File: config.mk
export PLATFORM = sky130hd
export DESIGN_NAME = sfifo_top
export DESIGN_NICKNAME = d
export VERILOG_FILES = /design/src/rtl/sfifo_pkg.sv /design/src/rtl/sfifo_ctrl.sv /design/src/rtl/sfifo_data.sv /design/src/rtl/sfifo_top.sv
export SDC_FILE = /design/constraint.sdc
export NUM_CORES = 1
export LEC_CHECK = 0
export BUFFER_PORTS_ARGS = -buffer_cell sky130_fd_sc_hd__buf_4
export CAP_MARGIN = 20
export CELL_PAD_IN_SITES_DETAIL_PLACEMENT = 0
export CELL_PAD_IN_SITES_GLOBAL_PLACEMENT = 1
export CORE_MARGIN = 1.5
export CORE_UTILIZATION = 49
export CTS_CLUSTER_DIAMETER = 50
export CTS_CLUSTER_SIZE = 25
export DETAILED_ROUTE_END_ITERATION = 8
export PLACE_DENSITY = 0.82
export SYNTH_ARGS = -nofsm -noshare
export SYNTH_HDL_FRONTEND = slang
export SYNTH_SLANG_ARGS = --single-unit
File: constraint.sdc
create_clock -name clk -period 3.3 [get_ports clk]
set_clock_uncertainty 0.15 [all_clocks]
set_input_delay 0.33 -clock clk [delete_from_list [all_inputs] [get_ports clk]]
set_output_delay 0.33 -clock clk [all_outputs]
set_load 0.1 [all_outputs]
File: src/rtl/sfifo_pkg.sv
package sfifo_pkg;

  typedef enum logic [2:0] {
    CMD_IDLE    = 3'd0,
    CMD_STARTUP = 3'd1,
    CMD_SEND    = 3'd2,
    CMD_ARGS    = 3'd3,
    CMD_RECV    = 3'd4,
    CMD_XCHG    = 3'd5,
    CMD_RSV6    = 3'd6,
    CMD_RSV7    = 3'd7
  } cmd_e;

  // Strobes from the control side to the storage side
  typedef struct packed {
    logic push;       // store one byte this cycle
    logic useEng;     // the stored byte comes from the engine
    logic hostLoad;   // update the host read register
    logic hostEmpty;  // host read found the queue empty
  } fifo_strb_t;

  function automatic logic hostMayWrite(input cmd_e c);
    return (c == CMD_SEND) || (c == CMD_ARGS) || (c == CMD_XCHG);
  endfunction

  function automatic logic hostMayRead(input cmd_e c);
    return (c == CMD_RECV) || (c == CMD_XCHG);
  endfunction

endpackage

File: src/rtl/sfifo_ctrl.sv
module sfifo_ctrl
  import sfifo_pkg::*;
#(
  parameter int AW = 6
) (
  input  logic          clk,
  input  logic          rstN,
  input  logic [2:0]    cmdState,
  input  logic          hostWrEn,
  input  logic          hostRdEn,
  input  logic          engWrEn,
  input  logic          engRdEn,
  input  logic          flush,
  input  logic [AW-1:0] waterLevel,
  input  logic          hiIrqEn,
  input  logic          loIrqEn,
  output fifo_strb_t    strb,
  output logic [AW-1:0] wrAddr,
  output logic [AW-1:0] rdAddr,
  output logic [AW:0]   fillLevel,
  output logic          overflow,
  output logic          accessErr,
  output logic          hiAlert,
  output logic          loAlert,
  output logic          irq
);
  localparam int CW = AW + 1;
  localparam logic [CW-1:0] DEPTH_C = CW'(1 << AW);

  cmd_e          cmd;
  logic          wrAllowed, rdAllowed;
  logic          hostWrOk, hostRdOk, badAccess;
  logic          wrReq, rdReq, isFull, isEmpty;
  logic          doPush, doPop;
  logic [AW-1:0] wrPtr, rdPtr;
  logic [CW-1:0] count, freeSlots;
  logic          ovfQ, errQ;

  assign cmd       = cmd_e'(cmdState);
  assign wrAllowed = hostMayWrite(cmd);
  assign rdAllowed = hostMayRead(cmd);
  assign hostWrOk  = hostWrEn & wrAllowed;
  assign hostRdOk  = hostRdEn & rdAllowed;
  assign badAccess = (hostWrEn & ~wrAllowed) | (hostRdEn & ~rdAllowed);

  assign wrReq   = engWrEn | hostWrOk;
  assign rdReq   = engRdEn | hostRdOk;
  assign isFull  = (count == DEPTH_C);
  assign isEmpty = (count == '0);
  assign doPush  = ~flush & wrReq & ~isFull;
  assign doPop   = ~flush & rdReq & ~isEmpty;

  always_comb begin
    strb           = '0;
    strb.push      = doPush;
    strb.useEng    = engWrEn;
    strb.hostLoad  = ~flush & hostRdOk & ~engRdEn;
    strb.hostEmpty = isEmpty;
  end

  always_ff @(posedge clk) begin
    if (!rstN || flush) begin
      wrPtr <= '0;
      rdPtr <= '0;
      count <= '0;
      ovfQ  <= 1'b0;
      errQ  <= 1'b0;
    end else begin
      if (doPush) wrPtr <= wrPtr + 1'b1;
      if (doPop)  rdPtr <= rdPtr + 1'b1;
      if (doPush && !doPop)      count <= count + 1'b1;
      else if (doPop && !doPush) count <= count - 1'b1;
      if (wrReq && isFull) ovfQ <= 1'b1;
      if (badAccess)       errQ <= 1'b1;
    end
  end

  assign freeSlots = DEPTH_C - count;
  assign hiAlert   = (freeSlots <= {1'b0, waterLevel});
  assign loAlert   = (count <= {1'b0, waterLevel});
  assign irq       = (hiIrqEn & hiAlert) | (loIrqEn & loAlert);

  assign wrAddr    = wrPtr;
  assign rdAddr    = rdPtr;
  assign fillLevel = count;
  assign overflow  = ovfQ;
  assign accessErr = errQ;

endmodule

File: src/rtl/sfifo_data.sv
module sfifo_data
  import sfifo_pkg::*;
#(
  parameter int AW = 6,
  parameter int DW = 8
) (
  input  logic          clk,
  input  logic          rstN,
  input  fifo_strb_t    strb,
  input  logic [AW-1:0] wrAddr,
  input  logic [AW-1:0] rdAddr,
  input  logic [DW-1:0] hostWrData,
  input  logic [DW-1:0] engWrData,
  output logic [DW-1:0] hostRdData,
  output logic [DW-1:0] engRdData
);
  localparam int DEPTH = 1 << AW;

  logic [DW-1:0] mem [DEPTH];
  logic [DW-1:0] wrByte;
  logic [DW-1:0] rdQ;

  assign wrByte = strb.useEng ? engWrData : hostWrData;

  always_ff @(posedge clk) begin
    if (strb.push) mem[wrAddr] <= wrByte;
  end

  always_ff @(posedge clk) begin
    if (!rstN)              rdQ <= '0;
    else if (strb.hostLoad) rdQ <= strb.hostEmpty ? '0 : mem[rdAddr];
  end

  assign hostRdData = rdQ;
  assign engRdData  = mem[rdAddr];

endmodule

File: src/rtl/sfifo_top.sv
module sfifo_top
  import sfifo_pkg::*;
#(
  parameter int AW = 6,
  parameter int DW = 8
) (
  input  logic          clk,
  input  logic          rstN,
  input  logic [2:0]    cmdState,
  input  logic          hostWrEn,
  input  logic [DW-1:0] hostWrData,
  input  logic          hostRdEn,
  output logic [DW-1:0] hostRdData,
  input  logic          engWrEn,
  input  logic [DW-1:0] engWrData,
  input  logic          engRdEn,
  output logic [DW-1:0] engRdData,
  input  logic          flush,
  input  logic [AW-1:0] waterLevel,
  input  logic          hiIrqEn,
  input  logic          loIrqEn,
  output logic [AW:0]   fillLevel,
  output logic          overflow,
  output logic          accessErr,
  output logic          hiAlert,
  output logic          loAlert,
  output logic          irq
);
  fifo_strb_t    strb;
  logic [AW-1:0] wrAddr, rdAddr;

  sfifo_ctrl #(.AW(AW)) ctrl_i (
    .clk(clk), .rstN(rstN), .cmdState(cmdState),
    .hostWrEn(hostWrEn), .hostRdEn(hostRdEn),
    .engWrEn(engWrEn), .engRdEn(engRdEn), .flush(flush),
    .waterLevel(waterLevel), .hiIrqEn(hiIrqEn), .loIrqEn(loIrqEn),
    .strb(strb), .wrAddr(wrAddr), .rdAddr(rdAddr),
    .fillLevel(fillLevel), .overflow(overflow), .accessErr(accessErr),
    .hiAlert(hiAlert), .loAlert(loAlert), .irq(irq)
  );

  sfifo_data #(.AW(AW), .DW(DW)) data_i (
    .clk(clk), .rstN(rstN), .strb(strb),
    .wrAddr(wrAddr), .rdAddr(rdAddr),
    .hostWrData(hostWrData), .engWrData(engWrData),
    .hostRdData(hostRdData), .engRdData(engRdData)
  );

endmodule

After elaboration in Yosys (flattened, before gate mapping) --
Memory sizes are Yosys's and may differ from the RTL's. A register that Yosys moved wholly into a read port is not among the register bits. Index checks and enable logic that the tools add are counted.
Word-level totals: register bits 29, bits in writable memories 512, input port bits 34, output and inout bits 28, word-level logic and storage cells 61, memories kept 1
Operators by class: $add $sub $neg 5, $lt $le $gt $ge 2, eq/ne operators 5, muxes and demuxes 8, bitwise operators 22, reductions and logical operators 12
Memory list:
- data_i.mem | words 64, bits a word 8, read ports 1, clocked after memory_dff 1, wr ports 1, line sfifo_data.sv:19 | logic [DW-1:0] mem [DEPTH];
Operators with widths (count):
- $mux 8 | 2
- $le 7x6->1 | 2
- $mux 7 | 2
- $add 6x1->6 const B | 2
- $and 1x1->1 | 12
- $mux 6 | 2
- $add 7x1->7 const B | 1
- $eq 7x7->1 const B | 1
- $logic_not 7->1 | 1
- $sub 7x1->7 const B | 1
- $sub 7x7->7 const A | 1
- $eq 3x2->1 const B | 2
- $eq 3x3->1 const B | 2
- $not 1->1 | 6
- $logic_or 1x1->1 | 4
- $or 1x1->1 | 4
- $logic_and 1x1->1 | 3
- $logic_not 1->1 | 3
- $mux 1 | 2
- $reduce_bool 2->1 | 1

Depth between registers and ports, before layout --
word-level depth 11, depth in mapped cells 15, depth with buffers taken out 15

Hierarchy --
From an unflattened synthesis, not the netlist that was laid out.
Unflattened totals: cell total of the unflattened synthesis 1167, area total of the unflattened synthesis 22111.2 µm²
By module, submodules not included:
- sfifo_data | times used 1, cells each 975, area an instance 20502.2 µm², seq. area each 15534.9 µm²
- sfifo_ctrl | times used 1, cells each 192, area an instance 1609.0 µm², seq. area each 420.4 µm²

Least setup slack after synthesis --
Ideal clock, no wire load.
path type reg-to-output, start register ctrl_i.count[0], in the netlist ctrl_i.fillLevel[0], end output port irq, arrival time 4962 ps, data required time 2820 ps, setup slack -2142 ps, stages on the path, launching flop included 10, path buffers 0, path through dfxtp_1 -> inv_1 -> ha_1 -> nor3b_1 -> xnor2_1 -> ha_1 -> nand3_1 -> or2_2 -> a21oi_1 -> a22o_1
Between the ends: word-level cells in the longest chain between the ends 4, elaborated cells between the ends (all ways) 6, classes of those cells add/sub (1); order compare (2); bitwise (3)
RTL lines:
- from (decl) | line sfifo_ctrl.sv:36 | logic [CW-1:0] count, freeSlots;
- from (signal assigned) | line sfifo_ctrl.sv:71 | if (doPush && !doPop) count <= count + 1'b1;
- from (signal assigned) | line sfifo_ctrl.sv:72 | else if (doPop && !doPush) count <= count - 1'b1;
- $sub 7x7->7 | line sfifo_ctrl.sv:78 | assign freeSlots = DEPTH_C - count;
- $le 7x6->1 | line sfifo_ctrl.sv:79 | assign hiAlert = (freeSlots <= {1'b0, waterLevel});
- net hiAlert | line sfifo_top.sv:25 | output logic hiAlert,
- $and 1x1->1 | line sfifo_ctrl.sv:81 | assign irq = (hiIrqEn & hiAlert) | (loIrqEn & loAlert);
- $or 1x1->1 | line sfifo_ctrl.sv:81
- to (decl) | line sfifo_top.sv:27 | output logic irq
The timed path passes the listed nets, and every way through them passes these cells.

==> results.env <==
OUTCOME='finished with violations'
FAILED_CHECKS='negative setup slack'
NFILLCELLS=3241
CP-END-KIND='output port'
DRT_DRC_VIOLATIONS_LEFT=0
TIMING.CRITICAL_PATH.ARRIVAL_NS=2.91
ROWS=77
CTSROOTBUFFERMASTER='clkbuf_16'
NETLIST.AREA_LEADER.SHARE=0.692
NETLIST.TOP_CELL.BY_AREA='edfxtp_1'
FINAL_MAX_SLEW_VIOL_COUNT=0
RATIO_OF_CELLS_WITH_DRIVE_ABOVE_1_IN_THE_FINAL_LAYOUT=0.342
NUMCTSBUFFERS=43
POST_DRT_VIA_CELL_RATIO=5.88
AREA_DELTA_SYNTH_FINAL_PCT=19.4
WHS_PATH_DEPTH=3
CRIT_PATH_BUF_INV_COUNT=4
DIE_HEIGHT_UM=216
POST-ROUTE-WORST-SETUP-SLACK_NS=-0.0912
DRV.MAX_CAP_VIOLATION_COUNT=0
DETAILEDROUTE.FIRSTITERATIONVIOLATIONS=1110
REG_CLK_SLEW_REPORTED_PATHS_NS=0.09
TIMING.FINAL.HOLD_VIOLATIONS=0
CLOCK_SINK_COUNT=547
LEAKAGE_uW=0.00861
FINAL_CELLS=2035
SYNTH.MOST_COMMON_CELL='edfxtp_1'
CP.REQUIRED_NS=2.82
SETUP_REPAIR_AFTER_GLOBAL_ROUTING_MISSED_ITS_MARGIN='yes'
CRITICAL_PATH.CELL_CHAIN='buf_12, buf_8, buf_6, mux4_2, mux2_4, o21ai_2, a311o_1, o41ai_4, buf_6'
CTS.PATH.MAX_BUFFERS=3
SYNTH.TOP_CELLS.BY_COUNT='edfxtp_1 (512), nor2_1 (88), mux4_2 (87), mux2i_1 (79)'
TIMING.CRITICAL_PATH.SLOWEST_STAGE_CELL='mux4_2'
ROUTE.VIAS.TOTAL=12000
POST_SYNTH.CELL_AREA_AVG_UM2=18.3
SYNTH_EDF_COUNT=512
POWER.IR.VDD_WORST_V=0.000653
DIEAREA_UM2=46600
GRT_OVERFLOW_TOTAL=0
IO-PIN-COUNT=62
WORSTSKEWPAIRLATENCY_NS=0.60
ROUTE.ANTENNA.REMAINING_NETS=0
ANTENNA_FOUND_INITIAL=0
POWER_DENSITY_nW_PER_UM2=556
GLOBALROUTETOTALUTIL=0.219
WORST_PATH_FANOUT_MAX=5
DRTPASS1ITERATIONS=7
ANTENNA_CELLS=0
SETUP_VIOLATIONS=7
CTS_TREE='built'
YS_TYPES=58
SYNTH.NET_COUNT=1271
MIN_PERIOD_NS=3.39
CPLARGESTDELAYFAMILY='multiplexers'
ROUTABILITYCONGESTION=0.842
FIRST_GLOBAL_VIAS=12000
POWER.SHARE.COMBINATIONAL=0.102
BUFFER_PORTS.INSERTED=61
WORST_HOLD_PATH_TYPE='primary input to flop'
CHIPWIDTH_UM=216
GRT_PASS1_WL_UM=75100
FINAL.PERIOD_UTILIZATION=1.03
CTS_HTREE_LEVELS=2
CP_SLOWEST_STAGE_DELAY_NS=0.49
MAX-SLEW-MARGIN-REL=0.317
AVGROUTEDWIREPERCELL_UM=24.5
LAYOUT.NETS=1464
GRT_START_MAX_NET_PINS=65
POST-DP-HPWL_UM=31700
PART_OF_THE_TOTAL_POWER_DISSIPATED_IN_THE_CLOCK_NETWORK=0.378
SYNTH_FLOP_CELL='edfxtp_1'
PLACED_CELLS=1930
SYNTH.TOP_CELLS.BY_AREA='edfxtp_1 (69%), mux4_2 (8.8%), mux2i_1 (3.6%)'
POWER_SPENT_CHARGING_AND_DISCHARGING_NETS_uW=3710
WORST_PATH_MOST_REPEATED_CELL='buf_6'
MAX_FREQ_GHz=0.295
SWITCHING_SHARE_OF_POWER=0.251
YOSYSSEQAREASHARE=0.723
YOSYS_WARNINGS=0
FINALWIRELENGTH_UM=49900
YS_SEQ_ELEMENTS=547
SETUP_TNS_NS=-0.448
EFFECTIVE_UTILIZATION_AT_FLOORPLAN=0.499
POSTSYNTHCELLCOUNT=1215
TIMING.SETUP.CRITICAL_PATH_CLASS='flop to output port'
MAX_SLEW.WORST_PIN.SLEW_NS=1.02
CP-START-KIND='flop'
PLACE_WORST_SETUP_SLACK_NS=0.0615
SYNTHARSTFLOPSHARE=0
P_INT_uW=11100
SYNTHESIS.AREA_UM2=22200
PWR-SHARE-SEQ=0.520
WORST_R2R_PATH_DEPTH=15
CORE_AREA_UM2=44500
CP.DEPTH=9
per-layer routing:
metal / track usage / share of wire / up-vias
met2: 0.345 / 0.47 / 485
met4: 0.0718 / 0.028 / 0
li1: - / - / 5261
met1: 0.312 / 0.42 / 6140
met5: 0 / 0 / -
met3: 0.0390 / 0.081 / 84
state kept, by name (all words and copies together), names as in the netlist, named ones only:
signal             count
ctrl_i.rdAddr          6
ctrl_i.accessErr       1
data_i.hostRdData      8
ctrl_i.wrAddr          6
ctrl_i.fillLevel       7
data_i.mem           512
ctrl_i.overflow        1
cells by family (layout without fill, tap and decap cells):
kind of cell	Yosys count	count (layout)	synth area share
buffers and inverters	82	310	0.0234
muxes	201	201	0.145
xor gates and xnor gates	19	19	0.00749
adders and majority gates	22	22	0.0127
AOI/OAI and AO/OA	136	136	0.0431
and+or+nand+nor	208	208	0.0451
DFF	547	547	0.723
power groups by stage:
stage	registers (uW)	clock network, uW	logic, uW
finish	7680	5580	1500
detailed placement	7840	0	1340
floorplan	7930	0	869
global placement	7840	0	1320
CTS	7680	5660	1470
global route	7690	5900	1600
cells in the final DEF (no fill, tap or decap), drive strengths merged, types with 5 or more instances in the layout:
master and n:
nand2b 5, nand4 5, a21oi 30, a211oi 14, buf 213, o22ai 10
nand3 11, o211ai 5, xor2 12, mux4 92, nor2 89, a31oi 5
or2 5, clkinv 13, nor4 7, a22oi 28, ha 21, nand2 35
a21o 8, mux2 30, edfxtp 512, xnor2 7, o21ai 10, mux2i 79
a22o 9, nor2b 21, nand3b 8, dfxtp 35, inv 31, clkbuf 46
per-stage QoR:
stage           util  instance area, um2  power (uW)  hold WS [ns]
5_1_grt        0.596               26500       15200        0.0976
4_1_cts        0.591               26300       14800        0.0336
3_5_place_dp   0.544               24200        9190         0.299
6_report       0.596               26500       14800        0.0514
2_1_floorplan      -               22300        8800         0.335
3_3_place_gp   0.544               24200        9160         0.288
worst reg2reg max path: cells and delay by family (launching register included):
| family | cells | cell delay [ns] |
|---|---|---|
| AND/OR/NAND/NOR | 4 | 0.75 |
| flip-flops | 1 | 0.35 |
| adder cells (fa/ha/maj) | 3 | 0.69 |
| buffers and inverters | 3 | 0.19 |
| AO/OA/AOI/OAI | 4 | 0.76 |
| XOR/XNOR | 1 | 0.14 |
path summary, 6_finish.rpt:
path	from	endpoint	slack [ns]
max	flop	engRdData[3]	-0.09
min reg2reg	ctrl_i.overflow	ctrl_i.overflow	0.31
max reg2reg	ctrl_i.fillLevel[0]	ctrl_i.fillLevel[6]	0.16
min	engWrEn	ctrl_i.overflow	0.05
what timing repair did:
| item | 4_1_cts | 5_1_grt |
|---|---|---|
| buffers inserted | 12 | 8 |
| endpoints found under the setup margin | 10 | 11 |
| cloned | 4 | 0 |
| hold buffers | 3 | 0 |
| pin swaps | 12 | 18 |
| resized for setup | 75 | 43 |
| hold endpoints to repair | 2 | 0 |
final cells by class:
type                       instances  area [um2]  area share
sequential                       547       16100       0.607
multi-input combinational        586        6020       0.227
timing repair buffer             216        2050      0.0772
clock buffer                      46        1120      0.0421
tap                              592         741      0.0279
clock inverter                    34         450      0.0170
inverter                          14        57.6     0.00217
Power figures use the tool's default switching activity.
